**config.mk**
```make
export PLATFORM = sky130hd
export DESIGN_NAME = sar_conv_top
export DESIGN_NICKNAME = d
export VERILOG_FILES = /design/src/rtl/sar_conv_pkg.sv /design/src/rtl/sar_conv_ctrl.sv /design/src/rtl/sar_conv_dp.sv /design/src/rtl/sar_conv_top.sv
export SDC_FILE = /design/constraint.sdc
export NUM_CORES = 1
export LEC_CHECK = 0
export ABC_CLOCK_PERIOD_IN_PS = 5500
export BUFFER_PORTS_ARGS = -buffer_cell sky130_fd_sc_hd__buf_4
export CAP_MARGIN = 20
export CORE_UTILIZATION = 60
export DETAILED_ROUTE_END_ITERATION = 16
export PLACE_DENSITY = 0.91
export SLEW_MARGIN = 20
export SYNTH_ARGS = -nofsm -noshare
export SYNTH_HDL_FRONTEND = slang
export SYNTH_SLANG_ARGS = --single-unit
```
**constraint.sdc**
```tcl
create_clock -name clk -period 5.5 [get_ports clk]
set_clock_uncertainty 0.15 [all_clocks]
set_input_delay 0.825 -clock clk [delete_from_list [all_inputs] [get_ports clk]]
set_output_delay 0.825 -clock clk [all_outputs]
set_load 0.05 [all_outputs]
```
**src/rtl/sar_conv_pkg.sv**
```systemverilog
package sar_conv_pkg;
  typedef enum logic [1:0] {
    ST_TRACK = 2'd0,
    ST_CONV  = 2'd1,
    ST_XFER  = 2'd2
  } convState_e;

  // strobes from control to datapath
  typedef struct packed {
    logic start;   // load MSB trial
    logic decide;  // resolve current trial bit
    logic commit;  // copy code into result latch
  } sarStrobe_t;
endpackage

```
**src/rtl/sar_conv_ctrl.sv**
```systemverilog
module sar_conv_ctrl
  import sar_conv_pkg::*;
#(
  parameter int WIDTH       = 12,
  parameter int STEP_CYCLES = 4
) (
  input  logic       clk,
  input  logic       rstN,
  input  logic       csN,
  input  logic       rdConv,
  input  logic       hiByteEn,
  output sarStrobe_t strobe,
  output logic       busyN,
  output logic       holdEn,
  output logic       rcLevel
);
  localparam int STEP_W = $clog2(STEP_CYCLES) + 1;
  localparam int BIT_W  = $clog2(WIDTH);
  localparam logic [STEP_W-1:0] STEP_LAST = STEP_W'(STEP_CYCLES - 1);
  localparam logic [BIT_W-1:0]  BIT_TOP   = BIT_W'(WIDTH - 1);

  logic rcMeta, rcSync, rcPrev;
  convState_e state;
  logic [STEP_W-1:0] stepCnt;
  logic [BIT_W-1:0]  bitCnt;
  logic startReq, stepEnd;

  always_ff @(posedge clk or negedge rstN) begin
    if (!rstN) begin
      rcMeta <= 1'b0;
      rcSync <= 1'b0;
      rcPrev <= 1'b0;
    end else begin
      rcMeta <= rdConv;
      rcSync <= rcMeta;
      rcPrev <= rcSync;
    end
  end

  assign startReq = rcPrev & ~rcSync & ~csN & ~hiByteEn & (state == ST_TRACK);
  assign stepEnd  = (state == ST_CONV) && (stepCnt == STEP_LAST);

  always_ff @(posedge clk or negedge rstN) begin
    if (!rstN) begin
      state   <= ST_TRACK;
      stepCnt <= '0;
      bitCnt  <= '0;
    end else begin
      unique case (state)
        ST_TRACK: if (startReq) begin
          state   <= ST_CONV;
          stepCnt <= '0;
          bitCnt  <= BIT_TOP;
        end
        ST_CONV: begin
          if (stepEnd) begin
            stepCnt <= '0;
            if (bitCnt == '0) state <= ST_XFER;
            else bitCnt <= bitCnt - 1'b1;
          end else begin
            stepCnt <= stepCnt + 1'b1;
          end
        end
        ST_XFER: state <= ST_TRACK;
        default: state <= ST_TRACK;
      endcase
    end
  end

  assign strobe.start  = startReq;
  assign strobe.decide = stepEnd;
  assign strobe.commit = (state == ST_XFER);
  assign busyN   = (state == ST_TRACK);
  assign holdEn  = (state == ST_CONV);
  assign rcLevel = rcSync;
endmodule

```
**src/rtl/sar_conv_dp.sv**
```systemverilog
module sar_conv_dp
  import sar_conv_pkg::*;
#(
  parameter int WIDTH = 12
) (
  input  logic             clk,
  input  logic             rstN,
  input  sarStrobe_t       strobe,
  input  logic             cmpHigh,
  input  logic             hiByteEn,
  input  logic             csN,
  input  logic             busyN,
  input  logic             rcLevel,
  output logic [WIDTH-1:0] dacCode,
  output logic [WIDTH-1:0] dataOut,
  output logic             dataOe
);
  localparam int HI_W = WIDTH - 8;  // bits above the low byte
  localparam logic [WIDTH-1:0] MSB_ONLY = {1'b1, {(WIDTH-1){1'b0}}};

  logic [WIDTH-1:0] trialMask, code, result, byteWord;

  always_ff @(posedge clk or negedge rstN) begin
    if (!rstN) begin
      code      <= '0;
      trialMask <= '0;
      result    <= '0;
    end else begin
      if (strobe.start) begin
        code      <= MSB_ONLY;
        trialMask <= MSB_ONLY;
      end else if (strobe.decide) begin
        code      <= (cmpHigh ? code : (code & ~trialMask)) | (trialMask >> 1);
        trialMask <= trialMask >> 1;
      end
      if (strobe.commit) result <= code;
    end
  end

  generate
    if (HI_W > 0) begin : g_byteSteer
      always_comb begin
        byteWord = '0;
        byteWord[WIDTH-1:8] = result[WIDTH-1:8];
        byteWord[HI_W-1:0]  = result[WIDTH-1:8];
      end
    end else begin : g_noSteer
      assign byteWord = result;
    end
  endgenerate

  assign dacCode = code;
  assign dataOut = hiByteEn ? byteWord : result;
  assign dataOe  = ~csN & busyN & rcLevel;
endmodule

```
**src/rtl/sar_conv_top.sv**
```systemverilog
module sar_conv_top
  import sar_conv_pkg::*;
#(
  parameter int WIDTH       = 12,
  parameter int STEP_CYCLES = 4
) (
  input  logic             clk,
  input  logic             rstN,
  input  logic             csN,
  input  logic             rdConv,
  input  logic             hiByteEn,
  input  logic             cmpHigh,
  output logic [WIDTH-1:0] dacCode,
  output logic             holdEn,
  output logic             busyN,
  output logic [WIDTH-1:0] dataOut,
  output logic             dataOe
);
  sarStrobe_t strobe;
  logic rcLevel;

  sar_conv_ctrl #(.WIDTH(WIDTH), .STEP_CYCLES(STEP_CYCLES)) u_ctrl (
    .clk(clk), .rstN(rstN), .csN(csN), .rdConv(rdConv), .hiByteEn(hiByteEn),
    .strobe(strobe), .busyN(busyN), .holdEn(holdEn), .rcLevel(rcLevel)
  );

  sar_conv_dp #(.WIDTH(WIDTH)) u_dp (
    .clk(clk), .rstN(rstN), .strobe(strobe), .cmpHigh(cmpHigh),
    .hiByteEn(hiByteEn), .csN(csN), .busyN(busyN), .rcLevel(rcLevel),
    .dacCode(dacCode), .dataOut(dataOut), .dataOe(dataOe)
  );
endmodule

```
==> run_results.csv <==
group,metric,value,unit
status,run_status,"finished, final reports clean",
clocking,tritoncts,"yes",
clocking,cts_resized,0,
setup_path,start_kind,"input pin",
setup_path,crit_slowest_cell,"nor4b_1",
synthesis,synthSimpleGateAreaFrac,0.1355,
synthesis,synth_compound_area_frac,0.1349,
sta,fin_crit_sh,0.4615,
synthesis,ys_types,38,
clocking,ctsHoldBuffers,0,
clocking,cts.clk_slew.worst_paths,0.14,ns
layout,num_antenna_cells,0,
layout,drive_gt1_frac,0.3568,
clocking,cts_sinks,48,
power_and_ir_drop,pwr-share-clk,0.154,
power_and_ir_drop,internal-power,0.6495,mW
synthesis,synth_edf_count,0,
sta,fmax,0.3940,GHz
floorplanning,die_x,62.01,µm
routing,avgViaCountPerCell,6.117,
sta,slew_violations,0,
power_and_ir_drop,power_frac_seq,0.457,
run,cap_violations,0,
global_route,grt_max_degree,49,
placement,place_congestion,0.7340,
sta,setup_viol,0,
sta,rsz0062_at_grt,"no",
placement,dp_hpwl,2.730,mm
synthesis,synth_xor_area_frac,0,
synthesis,synth_top_family_by_area,"simple AND/OR/NAND/NOR gates",
placement,place_area,2345,µm²
floorplanning,num_io_pins,33,
floorplanning,dieArea,3845,µm²
clocking,cts_root_buf,"clkbuf_4",
power_and_ir_drop,power_density,462.7,nW/µm²
sta,post-route-min-period,2.538,ns
setup_path,required,4.53,ns
sta,fin_tns_setup,0,ns
clocking,htree_levels,2,
setup_path,slowest_delay,0.33,ns
clocking,post_cts_buffers,0,
routing,drt-pass1-iter-count,5,
layout,postLayoutCellArea,2411,µm²
sta,hold_viol,0,
layout,fin_nets,193,
placement,numPortBuffers,32,
hold_path,min_path_type,"register to register",
sta,relSlewSlack,0.6165,
placement,dp.cells,223,
global_route,overflow,0,
synthesis,async_reset_ff_frac,1.000,
clocking,numCtsBuffers,5,
sta,fin_ws,2.962,ns
routing,num_vias,1413,
synthesis,synth_commonest_cells,"dfrtp_1, mux2_2, a32o_1, nand3b_1, a22o_1",
synthesis,syn_inst,158,
routing,drc,0,
synthesis,synth.top_cell.area_share,0.5559,
synthesis,synth_seq_cells,48,
setup_path,worstSetupPathType,"input pin to primary output",
synthesis,yosys_most_used_dff,"dfrtp_1",
clocking,cts_buffer_depth,2,
sta,worstMarginPinSlew,0.5752,ns
clocking,clk_latency,0.36,ns
power_and_ir_drop,vdd_drop_max,0.0001685,V
global_route,grt_pass1_wl,6.244,mm
synthesis,syn_area_per_cell,13.68,µm²
routing,dr.first_iter.drc_count,94,
global_route,antenna_found_initial,0,
setup_path,endpoint_kind,"primary output",
setup_path,cp.arrival,1.56,ns
power_and_ir_drop,switching_power,0.4662,mW
floorplanning,start_util,0.6375,
routing,wl_per_cell,16.81,µm
power_and_ir_drop,p_leak,1.157,nW
routing,antenna_left,0,
global_route,grt_util_all_layers,0.2291,
layout,fin_cells,231,
synthesis,synthMuxAreaShare,0.09323,
floorplanning,fp.coreArea,3390,µm²
power_and_ir_drop,swShare,0.4179,
synthesis,synth_area_leader_cell,"dfrtp_1",
synthesis,synth_area,2161,µm²
global_route,grt_pass1_vias,1325,
synthesis,synthMostInstantiatedCell,"dfrtp_1",
layout,synthToLayoutAreaGrowth,11.58,%
synthesis,synth_area_leaders,"dfrtp_1, mux2_2, a32o_1",
routing,finalWirelength,3.882,mm
setup_path,path_max_fanout,2,
synthesis,syn-num-nets,167,
setup_path,crit_chain,"buf_4 > nor4b_1 > buf_4",
power_and_ir_drop,p_comb_frac,0.389,
placement,dpl_worst_slack,2.954,ns
setup_path,critPathMostFrequentCell,"buf_4",
floorplanning,die_h,62.01,µm
synthesis,synthAdderAreaFrac,0.01737,
synthesis,seq_area_frac_synth,0.5559,
floorplanning,rows,21,
synthesis,ys_warn_count,0,
## final timing paths
kind                                                from                            end  slack (ns)  cells after the start
min in group asynchronous                           rstN        u_ctrl.rcPrev$_DFF_PN0_        0.29                      1
max                                                  csN                         dataOe        2.96                      3
min reg2reg                      u_ctrl.rcMeta$_DFF_PN0_       u_ctrl.rcLevel$_DFF_PN0_        0.22                      0
min                              u_ctrl.rcMeta$_DFF_PN0_       u_ctrl.rcLevel$_DFF_PN0_        0.22                      0
max reg2reg                u_ctrl.stepCnt[0]$_DFFE_PN0P_    u_dp.dacCode[5]$_DFFE_PN0P_        3.53                      5
max in group asynchronous                           rstN  u_dp.trialMask[8]$_DFFE_PN0P_        4.51                      1
## placed cells by master (no fill, tap or decap), drive strengths merged
master / count
mux2i: 1
and4bb: 1
o21a: 1
nand4: 1
a31o: 1
or3b: 1
a311oi: 1
inv: 4
buf: 33
a32o: 12
a21oi: 1
o21ai: 1
nor4b: 3
nor3b: 1
nand2: 4
mux2: 17
a221o: 1
nand3b: 12
dfrtp: 48
o31ai: 1
clkinvlp: 2
nor2: 4
nor2b: 2
clkbuf: 6
a22o: 12
and2b: 4
ha: 3
nor3: 2
nand4bb: 1
a2bb2oi: 1
and3: 1
nand2b: 2
## sequential cells by signal (all words and copies together) (netlist names)
signal and cells:
u_ctrl.bitCnt 4, u_ctrl.rcLevel 1, u_ctrl.rcMeta 1, u_ctrl.rcPrev 1, u_ctrl.state 2, u_ctrl.stepCnt 3
u_dp.dacCode 12, u_dp.result 12, u_dp.trialMask 12
## layout make-up
cell class                      instances  area, µm²
Clock inverter                          2      15.01
Sequential cell                        48       1201
Inverter                                4      15.01
Timing Repair Buffer                   33      247.7
Multi-Input combinational cell         92      823.3
Clock buffer                            6      51.30
Fill cell                             231      978.4
Tap cell                               46      57.56
## layer usage
| layer | wire length [µm] | track usage | vias to the layer above |
|---|---|---|---|
| li1 | - | - | 643 |
| met5 | 0 | 0 | - |
| met2 | 1927 | 0.3587 | 51 |
| met1 | 1654 | 0.3051 | 712 |
| met4 | 75 | 0.1143 | 0 |
| met3 | 224 | 0.04555 | 7 |
## cell families (layout without fill, tap and decap cells)
kind of cell / Yosys count / in the layout
AOI/OAI and AO/OA: 32 / 32
adders and majority gates: 3 / 3
buffers and inverters: 18 / 45
DFF: 48 / 48
muxes: 18 / 18
and+or+nand+nor: 39 / 39
## stage by stage
stage | util | hold slack, ns | total power [mW]
floorplan | - | 0.1812 | 0.8446
global placement | 0.6918 | 0.1829 | 0.9267
detailed placement | 0.6918 | 0.1926 | 0.9500
CTS | 0.7113 | 0.2233 | 1.120
global route | 0.7113 | 0.2364 | 1.181
finish | 0.7113 | 0.2206 | 1.116
## power by group through the flow
| stage | Combinational (mW) | Sequential [mW] | Clock (mW) |
|---|---|---|---|
| 5_1_grt | 0.467 | 0.521 | 0.193 |
| 3_3_place_gp | 0.418 | 0.509 | 0 |
| 3_5_place_dp | 0.433 | 0.517 | 0 |
| 2_1_floorplan | 0.251 | 0.594 | 0 |
| 6_report | 0.434 | 0.510 | 0.172 |
| 4_1_cts | 0.436 | 0.509 | 0.176 |
## critical path, delay by kind of cell
family,cells,cell delay (ns)
buf+inv,2,0.40
simple gates,1,0.33
No activity file was read; power rests on OpenSTA's default activity.
